`config.mk`:
```
export PLATFORM = sky130hd
export DESIGN_NAME = scan_tap_ctrl
export DESIGN_NICKNAME = d
export VERILOG_FILES = /design/src/rtl/scan_tap_pkg.sv /design/src/rtl/scan_tap_fsm.sv /design/src/rtl/scan_tap_ir.sv /design/src/rtl/scan_tap_out.sv /design/src/rtl/scan_tap_ctrl.sv
export SDC_FILE = /design/constraint.sdc
export NUM_CORES = 1
export LEC_CHECK = 0
export BUFFER_PORTS_ARGS = -buffer_cell sky130_fd_sc_hd__buf_2
export CORE_MARGIN = 2
export CORE_UTILIZATION = 30
export DETAILED_ROUTE_END_ITERATION = 8
export GPL_TIMING_DRIVEN = 0
export HOLD_SLACK_MARGIN = 0.12
export RECOVER_POWER = 100
export SYNTH_ARGS = -nofsm -noshare
export SYNTH_HDL_FRONTEND = slang
export SYNTH_SLANG_ARGS = --single-unit
export TNS_END_PERCENT = 100
```
`constraint.sdc`:
```
create_clock -name tck -period 5.6 [get_ports tck]
set_clock_uncertainty 0.05 [all_clocks]
set_input_delay 0.84 -clock tck [delete_from_list [all_inputs] [get_ports tck]]
set_output_delay 0.84 -clock tck [all_outputs]
set_load 0.05 [all_outputs]
```
`src/rtl/scan_tap_pkg.sv`:
```
package scan_tap_pkg;

   typedef enum logic [3:0] {
      ST_RESET, ST_IDLE,
      ST_DR_SEL, ST_DR_CAP, ST_DR_SHF, ST_DR_EX1, ST_DR_PAU, ST_DR_EX2, ST_DR_UPD,
      ST_IR_SEL, ST_IR_CAP, ST_IR_SHF, ST_IR_EX1, ST_IR_PAU, ST_IR_EX2, ST_IR_UPD
   } tap_state_e;

   localparam int PATH_W = 2;
   localparam logic [PATH_W-1:0] PATH_BYPASS   = 2'd0;
   localparam logic [PATH_W-1:0] PATH_BOUNDARY = 2'd1;
   localparam logic [PATH_W-1:0] PATH_CONTROL  = 2'd2;

   typedef struct packed {
      logic              test;
      logic [PATH_W-1:0] path;
   } insn_t;

   function automatic tap_state_e tap_next(input tap_state_e s, input logic m);
      tap_state_e n;
      case (s)
         ST_RESET:  n = m ? ST_RESET  : ST_IDLE;
         ST_IDLE:   n = m ? ST_DR_SEL : ST_IDLE;
         ST_DR_SEL: n = m ? ST_IR_SEL : ST_DR_CAP;
         ST_DR_CAP: n = m ? ST_DR_EX1 : ST_DR_SHF;
         ST_DR_SHF: n = m ? ST_DR_EX1 : ST_DR_SHF;
         ST_DR_EX1: n = m ? ST_DR_UPD : ST_DR_PAU;
         ST_DR_PAU: n = m ? ST_DR_EX2 : ST_DR_PAU;
         ST_DR_EX2: n = m ? ST_DR_UPD : ST_DR_SHF;
         ST_DR_UPD: n = m ? ST_DR_SEL : ST_IDLE;
         ST_IR_SEL: n = m ? ST_RESET  : ST_IR_CAP;
         ST_IR_CAP: n = m ? ST_IR_EX1 : ST_IR_SHF;
         ST_IR_SHF: n = m ? ST_IR_EX1 : ST_IR_SHF;
         ST_IR_EX1: n = m ? ST_IR_UPD : ST_IR_PAU;
         ST_IR_PAU: n = m ? ST_IR_EX2 : ST_IR_PAU;
         ST_IR_EX2: n = m ? ST_IR_UPD : ST_IR_SHF;
         ST_IR_UPD: n = m ? ST_DR_SEL : ST_IDLE;
         default:   n = ST_RESET;
      endcase
      return n;
   endfunction

endpackage

```
`src/rtl/scan_tap_fsm.sv`:
```
module scan_tap_fsm
   import scan_tap_pkg::*;
(
   input  logic       tck,
   input  logic       por_n,
   input  logic       tms,
   output tap_state_e st
);

   always_ff @(posedge tck or negedge por_n) begin
      if (!por_n) st <= ST_RESET;
      else        st <= tap_next(st, tms);
   end

endmodule

```
`src/rtl/scan_tap_ir.sv`:
```
module scan_tap_ir
   import scan_tap_pkg::*;
#(
   parameter int               IR_W         = 8,
   parameter logic [IR_W-1:0]  CAP_PAT      = {1'b1, {(IR_W-2){1'b0}}, 1'b1},
   parameter bit               PARITY_CHECK = 1'b1
) (
   input  logic            tck,
   input  logic            por_n,
   input  tap_state_e      st,
   input  logic            tdi,
   output logic            ir_lsb,
   output logic [IR_W-1:0] ir_act,
   output insn_t           insn
);

   localparam int              PL_W    = IR_W - 1;
   localparam logic [IR_W-1:0] RST_PAT = '1;
   localparam logic [PL_W-1:0] OP_EXT  = PL_W'(0);
   localparam logic [PL_W-1:0] OP_SMP  = PL_W'(2);
   localparam logic [PL_W-1:0] OP_CTL  = PL_W'(3);

   logic [IR_W-1:0] sr;
   logic            par_ok;

   // capture / shift stage, rising edge
   always_ff @(posedge tck or negedge por_n) begin
      if (!por_n)                sr <= CAP_PAT;
      else if (st == ST_IR_CAP)  sr <= CAP_PAT;
      else if (st == ST_IR_SHF)  sr <= {tdi, sr[IR_W-1:1]};
   end

   // shadow stage, falling edge
   always_ff @(negedge tck or negedge por_n) begin
      if (!por_n)                ir_act <= RST_PAT;
      else if (st == ST_RESET)   ir_act <= RST_PAT;
      else if (st == ST_IR_UPD)  ir_act <= sr;
   end

   assign ir_lsb = sr[0];

   generate
      if (PARITY_CHECK) begin : g_par
         assign par_ok = ~(^ir_act);
      end else begin : g_nopar
         assign par_ok = 1'b1;
      end
   endgenerate

   always_comb begin
      insn.test = 1'b0;
      insn.path = PATH_BYPASS;
      if (par_ok) begin
         case (ir_act[PL_W-1:0])
            OP_EXT: begin insn.test = 1'b1; insn.path = PATH_BOUNDARY; end
            OP_SMP: begin insn.test = 1'b0; insn.path = PATH_BOUNDARY; end
            OP_CTL: begin insn.test = 1'b1; insn.path = PATH_CONTROL;  end
            default: ;
         endcase
      end
   end

endmodule

```
`src/rtl/scan_tap_out.sv`:
```
module scan_tap_out
   import scan_tap_pkg::*;
(
   input  logic       tck,
   input  logic       por_n,
   input  tap_state_e st,
   input  logic       tdi,
   input  logic       ir_lsb,
   input  logic       dr_tdo,
   input  logic       byp_sel,
   output logic       tdo,
   output logic       tdo_en,
   output logic       dr_update
);

   logic byp;
   logic nxt_bit;

   always_ff @(posedge tck or negedge por_n) begin
      if (!por_n)                byp <= 1'b0;
      else if (st == ST_DR_CAP)  byp <= 1'b0;
      else if (st == ST_DR_SHF)  byp <= tdi;
   end

   always_comb begin
      if (st == ST_IR_SHF) nxt_bit = ir_lsb;
      else if (byp_sel)    nxt_bit = byp;
      else                 nxt_bit = dr_tdo;
   end

   always_ff @(negedge tck or negedge por_n) begin
      if (!por_n) begin
         tdo       <= 1'b0;
         tdo_en    <= 1'b0;
         dr_update <= 1'b0;
      end else begin
         tdo       <= nxt_bit;
         tdo_en    <= (st == ST_DR_SHF) || (st == ST_IR_SHF);
         dr_update <= (st == ST_DR_UPD) && !byp_sel;
      end
   end

endmodule

```
`src/rtl/scan_tap_ctrl.sv`:
```
module scan_tap_ctrl
   import scan_tap_pkg::*;
#(
   parameter int               IR_W         = 8,
   parameter logic [IR_W-1:0]  CAP_PAT      = {1'b1, {(IR_W-2){1'b0}}, 1'b1},
   parameter bit               PARITY_CHECK = 1'b1
) (
   input  logic              tck,
   input  logic              por_n,
   input  logic              tms,
   input  logic              tdi,
   input  logic              dr_tdo,
   output logic              tdo,
   output logic              tdo_en,
   output logic              logic_reset,
   output logic              dr_capture,
   output logic              dr_shift,
   output logic              dr_update,
   output logic [PATH_W-1:0] dr_sel,
   output logic              test_mode
);

   generate
      if (IR_W < 4) begin : g_bad_width
         $error("scan_tap_ctrl: IR_W must be at least 4");
      end
   endgenerate

   tap_state_e      st;
   logic            ir_lsb;
   logic [IR_W-1:0] ir_act;
   insn_t           insn;
   logic            byp_sel;

   scan_tap_fsm u_fsm (
      .tck   (tck),
      .por_n (por_n),
      .tms   (tms),
      .st    (st)
   );

   scan_tap_ir #(
      .IR_W         (IR_W),
      .CAP_PAT      (CAP_PAT),
      .PARITY_CHECK (PARITY_CHECK)
   ) u_ir (
      .tck    (tck),
      .por_n  (por_n),
      .st     (st),
      .tdi    (tdi),
      .ir_lsb (ir_lsb),
      .ir_act (ir_act),
      .insn   (insn)
   );

   assign byp_sel = (insn.path == PATH_BYPASS);

   scan_tap_out u_out (
      .tck       (tck),
      .por_n     (por_n),
      .st        (st),
      .tdi       (tdi),
      .ir_lsb    (ir_lsb),
      .dr_tdo    (dr_tdo),
      .byp_sel   (byp_sel),
      .tdo       (tdo),
      .tdo_en    (tdo_en),
      .dr_update (dr_update)
   );

   assign logic_reset = (st == ST_RESET);
   assign dr_capture  = (st == ST_DR_CAP) && !byp_sel;
   assign dr_shift    = (st == ST_DR_SHF) && !byp_sel;
   assign dr_sel      = insn.path;
   assign test_mode   = insn.test;

endmodule

```
# Word-level counts from Yosys, hierarchy flattened

Index checks and enable logic that the tools add are counted.

Eq/ne operators: 17
Shifts and indexed selects: 0
Bitwise gates (word level): 0
Multiplexer cells: 23
$add $sub $neg: 0
Magnitude comparators: 0
Div/mod/pow operators: 0
Reductions and logical operators: 15
$mul: 0

Operators with widths:

| cell               | count |
|---|---|
| $pmux 4 s12        | 1 |
| $eq 4x4->1 const B | 8 |
| $mux 8             | 4 |
| $eq 4x3->1 const B | 4 |
| $mux 4             | 4 |
| $eq 7x2->1 const B | 2 |
| $mux 3             | 3 |
| $pmux 3 s3         | 1 |
| $eq 4x2->1 const B | 2 |
| $reduce_xor 8->1   | 1 |
| $logic_not 7->1    | 1 |
| $mux 1             | 7 |
| $mux 2             | 3 |
| $reduce_bool 2->1  | 3 |
| $eq 4x1->1 const B | 1 |
| $logic_not 4->1    | 1 |
| $reduce_or 2->1    | 2 |
| $logic_and 1x1->1  | 3 |
| $reduce_or 3->1    | 1 |
| $logic_not 2->1    | 1 |
| $logic_not 1->1    | 1 |
| $logic_or 1x1->1   | 1 |

Memory bits (writable): 0
Memories: 0
Register bits after elaboration: 24
Input bits: 5
Output and inout bits: 9
Word-level logic and storage cells: 62
Bits in latches: 0
Memory bits (read-only): 0

# Depth between registers and ports, before layout

Gate-level depths: netlist (run 1).

Depth after elaboration: 6
Mapped depth: 6
Gate-level depth less buffers: 6

# Hierarchy

Synthesis (run 1) repeated with hierarchy kept, for this count alone.

Cells, all modules: 153
Area, all modules: 1,395.1 um^2

Modules (own cells, without submodules):

| module        | times used | cells an instance | area an instance (um^2) | seq. area each (um^2) |
|---|---|---|---|---|
| scan_tap_ir   | 1          | 93                | 848.3                   | 412.9 |
| scan_tap_fsm  | 1          | 37                | 314.1                   | 100.1 |
| scan_tap_out  | 1          | 17                | 187.7                   | 100.1 |
| scan_tap_ctrl | 1          | 6                 | 45.0                    | 0.0 |

==> results of run 1 <==
-- timing repair --
action,CTS,global route
cloned,0,0
endpoints found under the setup margin,5,5
resized for setup,12,0
buffers inserted,5,2
pin swaps,3,3
-- final timing paths --
kind	cells past startpoint	from	end	slack, ps
max	7	u_ir.ir_act[3]$_DFFE_NN1P_	dr_capture	-210
min	2	u_ir.sr[0]$_DFFE_PN1P_	u_ir.sr[0]$_DFFE_PN1P_	460
max reg2reg	5	u_fsm.st[3]$_DFF_PN0_	u_out.tdo$_DFF_NN0_	1230
min reg2reg	2	u_ir.sr[0]$_DFFE_PN1P_	u_ir.sr[0]$_DFFE_PN1P_	460
max in group asynchronous	1	por_n	u_out.tdo$_DFF_NN0_	1270
min in group asynchronous	1	por_n	u_fsm.st[1]$_DFF_PN0_	770
-- sequential cells by signal, summed over array words and instances (netlist names) --
register         flops
u_ir.ir_act          8
u_fsm.st             4
u_out.tdo_en         1
u_out.tdo            1
u_out.byp            1
u_ir.sr              8
u_out.dr_update      1
-- cells in the final DEF (no fill, tap or decap), types with 3 or more instances in the layout --
cell,count
o21a_1,3
a22oi_1,8
nor2_1,14
nand2_1,25
dfstp_2,10
buf_2,6
o22ai_1,3
o21ai_0,15
dfrtn_1,3
nand2b_1,3
xnor2_2,3
mux2i_1,3
nor2b_1,7
dfrtp_1,11
clkbuf_8,3
clkbuf_1,10
inv_2,4
a21oi_1,7
inv_1,10
buf_4,10
o21ai_1,3
buf_6,5
ha_4,3
-- tightest hold or removal path: cells and delay by family (launching register included) --
kind / cells / cell delay (ps)
flops: 1 / 400
simple gates: 1 / 50
compound gates: 1 / 70
-- cell families after synthesis --
group / count (synthesis) / synth area share
and+or+nand+nor: 62 / 0.216
muxes: 3 / 0.0212
DFF: 24 / 0.432
buffers and inverters: 18 / 0.0626
adders and majority gates: 5 / 0.0441
AOI/OAI and AO/OA: 43 / 0.189
xor gates and xnor gates: 4 / 0.0353
-- layout make-up --
cell class | count | area (µm²) | area share
multi-input combinational | 117 | 783 | 0.445
sequential | 24 | 613 | 0.348
timing repair buffer | 20 | 143 | 0.0810
tap | 54 | 67.6 | 0.0384
buffer | 11 | 56.3 | 0.0320
clock buffer | 3 | 41.3 | 0.0235
clock inverter | 9 | 33.8 | 0.0192
inverter | 6 | 22.5 | 0.0128
-- report_power, final --
part	internal (µW)	switching (µW)	leakage, µW	total (µW)
logic	140	242	0.000466	381
clock network	56.6	71.3	0.0000658	128
registers	230	28.8	0.000291	259
total	427	342	0.000822	768
-- metal layers --
layer	share of wire	wire length, µm	vias up
met4	0.0020	6	0
li1	-	-	607
met3	0.036	111	2
met5	0	0	-
met1	0.47	1440	555
met2	0.49	1500	17
-- per-stage QoR --
stage | hold slack (ps) | std cells
floorplan | 401 | 159
global placement | 424 | 226
detailed placement | 432 | 226
CTS | 446 | 242
global route | 486 | 244
finish | 459 | 244
==> results by group, run 1 <==
Run status
  • Status: finished with violations
  • Failing checks: setup timing

Die
  • FP Rows: 25
  • Core Area: approximately 4600 µm²
  • Die area: around 5300 µm²
  • # IOs: 14
  • Effective utilization at floorplan: 0.306
  • Chip Width: slightly above 70 µm
  • Chip height: between 70 and 80 µm

Yosys
  • Syn avg cell area: ~9 µm²
  • Net Count, Synth: 169
  • Async S/R FF share, synth: 1.00
  • Post-synth top cells: nand2_1, o21ai_1, nor2_1
  • Post-synthesis cell type count: 36
  • Synthesized instance count: approximately 160
  • Leading area contributor after synthesis: dfrtp_1
  • Number of enable flip-flop cells after synthesis: 0
  • Top-area cell type share of the netlist area: 0.194
  • Post-synthesis sequential area ratio: 0.432
  • FF+latch count, synth: 24
  • Synth Flop Type: dfrtp_1
  • Synth Cell Area: between 1000 and 1500 µm²
  • Synth warn: 0
  • Most common cell in the netlist: nand2_1
  • Area contributors post-synth: dfrtp_1, dfstp_2, nand2_1

GRT
  • Largest net degree at the start of global routing: 25
  • Vias in the first global route: approximately 1,100
  • Initial antenna violation count: 0
  • Global-route wire length before repair: about 5300 µm
  • Grt total ovfl: 0
  • Met3 Use GR: 0.0290
  • Met2 Use GR: 0.207
  • Met1 Track Usage GR: 0.172
  • Overall Global Routing Usage: 0.125
  • Most Crowded Layer GR: met2

Critical path
  • Crit Path Class: flop to primary output
  • Most used cell, CP: xnor2_2
  • Crit path largest cell delay: ~540 ps
  • Max FO, Critical Path: 4
  • Critical path data arrival time: slightly below 5000 ps
  • Crit-path slowest cell: dfstp_2
  • Worst-path cell chain: inv_2, ha_4, xnor2_2, xnor2_2, o311ai_4, nor4_4, buf_6
  • CP required: 4710 ps
  • WP buf/inv: 2
  • Crit start category: flop
  • CP endpoint kind: primary output
  • CP delay by family, top: flip-flops

Layout
  • Share of post-route cells with drive strength above 1: 0.268
  • Design area: between 1500 and 2000 µm²
  • FILL cells: between 400 and 500
  • Final core occ: 0.380
  • Antenna Cells: 0
  • Fin nets: about 200
  • P&R area growth vs syn: 24.1%

Route
  • Routed wire length: approximately 3100 µm
  • DR iter-0 viols: 44
  • DRC viols: 0
  • WL per Instance: about 13 µm
  • Antenna Nets Post-Route: 0
  • DR pass1 iterations: 4
  • DR vias: 1,181
  • Vias/cell: 4.84

Timing
  • Setup violators final: 5
  • Setup TNS Final: -611 ps
  • Worst-Margin Slew: between 1000 and 1500 ps
  • Endpoints failing hold: 0
  • Setup WS post-layout: -206 ps
  • Max_slew headroom: 0.138
  • RSZ-0062 raised after global routing: yes
  • Pins Over Slew Limit: 0

Power
  • PD cells: approximately 440 nW/µm²
  • Leak: a little over 0.0008 µW
  • Worst vdd ir: approximately 0.13 mV
  • Pwr Total: between 700 and 800 µW

Clocking
  • CTS Hold Bufs: 0
  • TritonCTS Buffers: 3
  • Clock Pin Slew Worst Setup and Hold Paths: ~90 ps
  • Clock Path Buffers: 2
  • Later-pin clock latency in the skew report: roughly 330 ps
  • CTS tree: yes
  • CTS HTree Levels: 1
  • Clock sink total: 24
  • Clock Tree Root: clkbuf_8

Placement
  • Dpl ws: -102 ps
  • Area after DPL: ~1600 µm²
  • IO buf count: 13
  • Hpwl dp: 2200 µm
  • GP Congestion: roughly 0.78

Worst hold path
  • Hold crit path type: flop to flop

Run
  • Max-Cap Viols: 0
No activity file was read; power rests on OpenSTA's default activity.
==> run 2, diff against run 1 <==
- PLACE_DENSITY: unset -> 0.56
==> results by group, run 2 (same netlist as run 1, synthesis figures left out) <==
Critical path
  • Crit Path Class: flop to primary output
  • Max FO, Critical Path: 4
  • Crit start category: flop
  • R2R Setup Slk: between 1000 and 1500 ps
  • CP endpoint kind: primary output
  • Critical path data arrival time: 4920 ps
  • CP required: ~4700 ps

Placement
  • Area after DPL: between 1500 and 2000 µm²
  • Placed cells: 226
  • GP Congestion: a little under 0.8
  • IO buf count: 13
  • Hpwl dp: approximately 2300 µm

Clocking
  • CTS Hold Bufs: 0
  • CTS HTree Levels: 1
  • Later-pin clock latency in the skew report: between 300 and 400 ps
  • Clock sink total: 24
  • Clock Pin Slew Worst Setup and Hold Paths: roughly 90 ps
  • TritonCTS Buffers: 3
  • CTS tree: yes
  • Clock Path Buffers: 2
  • Clock Tree Root: clkbuf_8

Power
  • Leak: 0.000819 µW
  • Pwr Total: a little under 800 µW
  • PD cells: 440 nW/µm²
  • Worst vdd ir: 0.216 mV

Timing
  • RSZ-0062 raised after global routing: yes
  • Setup TNS Final: -525 ps
  • Setup violators final: 4
  • Endpoints failing hold: 0
  • Worst-Margin Slew: between 1000 and 1500 ps
  • Max_slew headroom: 0.145
  • Setup WS post-layout: -212 ps
  • Pins Over Slew Limit: 0

GRT
  • Vias in the first global route: between 1,000 and 1,500
  • Initial antenna violation count: 0
  • Grt total ovfl: 0
  • Overall Global Routing Usage: 0.136
  • Largest net degree at the start of global routing: 25
  • Global-route wire length before repair: ~5500 µm

Die
  • Chip Width: about 73 µm
  • FP Rows: 25
  • Core Area: 4630 µm²
  • Die area: approximately 5300 µm²
  • # IOs: 14
  • Chip height: 72.8 µm
  • Effective utilization at floorplan: 0.306

Layout
  • Antenna Cells: 0
  • FILL cells: 500
  • Share of post-route cells with drive strength above 1: 0.259
  • Multi-input gate area: between 700 and 800 µm²
  • Finished Layout Cells: ~240
  • Most frequent cells in the layout: nand2_1, nor2_1, o21ai_0, clkbuf_1, dfrtp_1
  • Most common cell after layout, fill and taps aside: nand2_1
  • Register Area: just over 600 µm²
  • Fin nets: 200
  • P&R area growth vs syn: 24.0%
  • Largest regs: u_ir.ir_act: 8 flops, u_ir.sr: 8 flops, u_fsm.st: 4 flops
  • Design area: between 1500 and 2000 µm²

Route
  • DRC viols: 0
  • Antenna Nets Post-Route: 0
  • WL per Instance: ~13 µm
  • DR vias: 1,188
  • Vias/cell: 4.89
  • DR pass1 iterations: 4
  • Routed wire length: 3150 µm
  • DR iter-0 viols: 80

Worst hold path
  • Hold crit path type: flop to flop

Run
  • Max-Cap Viols: 0

Run status
  • Status: finished with violations
  • Failing checks: setup timing
==> run 2: power breakdown <==
group	internal (µW)	switching [µW]
Combinational	145	242
Sequential	230	29.9
Clock	58.3	68.9
==> run 2: routing by layer <==
metal  routed length, µm  part of all wire  global-route usage
met5                   0                 0                   0
met2                1460              0.46               0.217
met1                1580              0.50               0.183
met4                  44             0.014              0.0679
met3                  62             0.020              0.0166
==> run 2: final cells by class <==
cell class              count  area share
inverters                   6      0.0128
plain buffers              11      0.0320
multi-input cells         117       0.449
repair buffers             19      0.0768
clock inverters             8      0.0171
clock buffers               4      0.0256
flip-flops and latches     24       0.349
well taps                  54      0.0384
==> run 2: stage by stage <==
| stage | util | worst slack (ps) | hold slack (ps) |
|---|---|---|---|
| global placement | 0.349 | -109 | 415 |
| detailed placement | 0.349 | -111 | 420 |
| CTS | 0.381 | -219 | 435 |
| finish | 0.380 | -212 | 429 |
| global route | 0.380 | -307 | 462 |
| floorplan | - | -102 | 401 |
==> run 2: critical path, cell delays in order (launching register included) <==
cell	delay (ps)
dfstp_2	520
inv_2	40
ha_4	250
xnor2_4	140
xnor2_2	230
o311ai_4	200
nor4_4	200
buf_6	200
==> run 2: what timing repair did <==
item	4_1_cts	5_1_grt
buffers inserted	6	0
gates cloned	0	0
resized for setup	11	2
pin swaps	4	1
setup endpoints to repair	5	5
==> run 2: path summary, 6_finish.rpt <==
kind | to | cells past startpoint | startpoint
max reg2reg | u_ir.ir_act[6]$_DFFE_NN1P_ | 5 | u_fsm.st[2]$_DFF_PN0_
min | u_ir.sr[7]$_DFFE_PN1P_ | 2 | u_ir.sr[7]$_DFFE_PN1P_
min in group asynchronous | u_fsm.st[1]$_DFF_PN0_ | 1 | por_n
min reg2reg | u_ir.sr[7]$_DFFE_PN1P_ | 2 | u_ir.sr[7]$_DFFE_PN1P_
max in group asynchronous | u_out.tdo$_DFF_NN0_ | 1 | por_n
max | dr_capture | 7 | u_ir.ir_act[5]$_DFFE_NN1P_
==> run 3, diff against run 2 <==
- REMOVE_ABC_BUFFERS: unset -> 1
==> results by group, run 3 (same netlist as run 1, synthesis figures left out) <==
Critical path
  • Most used cell, CP: xnor2_2
  • Worst-path cell chain: inv_2, ha_4, xnor2_2, xnor2_2, o311ai_4, buf_4, nor2_4, buf_6
  • Crit path largest cell delay: about 530 ps
  • CP required: about 4700 ps
  • Critical path data arrival time: just under 5000 ps
  • CP endpoint kind: primary output
  • Max FO, Critical Path: 3
  • Crit start category: flop
  • Crit Path Class: flop to primary output
  • Crit-path slowest cell: dfstp_2
  • CP delay by family, top: flip-flops
  • WP buf/inv: 3

GRT
  • Largest net degree at the start of global routing: 32
  • Global-route wire length before repair: around 5100 µm
  • Initial antenna violation count: 0
  • Vias in the first global route: 1,132
  • Grt total ovfl: 0
  • Overall Global Routing Usage: 0.121

Route
  • DRC viols: 0
  • DR pass1 iterations: 4
  • Vias/cell: about 5.0
  • WL per Instance: ~12 µm
  • DR iter-0 viols: a little under 60
  • DR vias: 1,182
  • Antenna Nets Post-Route: 0
  • Routed wire length: 2930 µm

Layout
  • Finished Layout Cells: around 240
  • Most frequent cells in the layout: nand2_1, o21ai_0, nor2_1, buf_4, dfrtp_1
  • Largest regs: u_ir.ir_act: 8 flops, u_ir.sr: 8 flops, u_fsm.st: 4 flops
  • Antenna Cells: 0
  • Share of post-route cells with drive strength above 1: 0.258
  • P&R area growth vs syn: 21.5%
  • Design area: approximately 1700 µm²
  • Most common cell after layout, fill and taps aside: nand2_1
  • Fin nets: slightly below 200

Run status
  • Failing checks: setup timing
  • Status: finished with violations

Timing
  • Max_slew headroom: 0.156
  • Minimum hold slack: about 440 ps
  • RSZ-0062 raised after global routing: yes
  • Pins Over Slew Limit: 0
  • Endpoints failing hold: 0
  • Worst-Margin Slew: about 1300 ps
  • Setup violators final: 5
  • Setup WS post-layout: -187 ps

Clocking
  • TritonCTS Buffers: 3
  • CTS Hold Bufs: 0
  • Clock Pin Slew Worst Setup and Hold Paths: around 90 ps
  • Clock Path Buffers: 2
  • Clock sink total: 24
  • CTS HTree Levels: 1
  • CTS tree: yes
  • Later-pin clock latency in the skew report: 330 ps
  • Clock Tree Root: clkbuf_8

Die
  • Die area: 5300 µm²
  • Chip height: approximately 73 µm
  • # IOs: 14
  • Core Area: about 4600 µm²
  • FP Rows: 25
  • Effective utilization at floorplan: 0.306
  • Chip Width: between 70 and 80 µm

Run
  • Max-Cap Viols: 0

Worst hold path
  • Hold crit path type: flop to flop

Placement
  • IO buf count: 13
  • Placed cells: 215
  • Hpwl dp: 1870 µm
  • Area after DPL: approximately 1500 µm²
  • GP Congestion: 0.784

Power
  • Worst vdd ir: between 0.15 and 0.2 mV
  • Leak: about 0.00080 µW
  • PD cells: roughly 430 nW/µm²
[run 3: changes by cell type in the layout (fill, tap and decap cells not counted), sizes merged]
| cell | change |
|---|---|
| clkbuf | -5 |
| buf | -2 |
[run 3: tightest hold or removal path: cells and delay by family, from the launching register on]
| family | cells | cell delay (ps) |
|---|---|---|
| AOI/OAI and AO/OA | 1 | 60 |
| DFF | 1 | 390 |
| and+or+nand+nor | 1 | 40 |
[run 3: final timing paths]
check / start / endpoint / slack, ps / cells after the start
hold / removal: u_ir.sr[7]$_DFFE_PN1P_ / u_ir.sr[7]$_DFFE_PN1P_ / 440 / 2
hold reg to reg: u_ir.sr[7]$_DFFE_PN1P_ / u_ir.sr[7]$_DFFE_PN1P_ / 440 / 2
setup reg to reg: u_fsm.st[0]$_DFF_PN0_ / u_ir.ir_act[5]$_DFFE_NN1P_ / 820 / 4
max in group asynchronous: por_n / u_out.tdo_en$_DFF_NN0_ / 1290 / 1
setup / recovery: u_ir.ir_act[0]$_DFFE_NN1P_ / dr_shift / -190 / 8
min in group asynchronous: por_n / u_out.byp$_DFFE_PN0P_ / 770 / 1
[run 3: power by group]
part           internal [µW]  total (µW)  switching, µW
Combinational            130         285            154
Clock                   58.3         128           69.4
Sequential               228         331            103
Total                    417         744            327
[run 3: cell type report]
cell class | count | area [µm²]
Tap cell | 54 | 67.6
Clock buffer | 4 | 45.0
Clock inverter | 8 | 30.0
Timing Repair Buffer | 23 | 161
Fill cell | 477 | 2910
Sequential cell | 24 | 613
Inverter | 6 | 22.5
Multi-Input combinational cell | 117 | 785
[run 3: layer usage]
metal,track usage,share of wire,up-vias
met5,0,0,-
met4,0.0432,0.013,0
met3,0.0124,0.017,4
met2,0.200,0.48,16
met1,0.164,0.49,571
li1,-,-,591
[run 3: stage by stage]
stage / worst slack, ps / TNS [ps] / util / power [µW]
after floorplan: -402 / -616 / - / 526
after global placement: -144 / -193 / 0.322 / 595
after detailed placement: -115 / -154 / 0.322 / 599
after CTS: -254 / -826 / 0.376 / 762
after global routing: -278 / -1230 / 0.372 / 810
final: -187 / -794 / 0.372 / 744
[run 3: timing repair]
item / in CTS / in global routing
gates resized for setup: 22 / 0
buffers inserted: 10 / 0
pin swaps: 3 / 2
setup endpoints to repair: 5 / 5
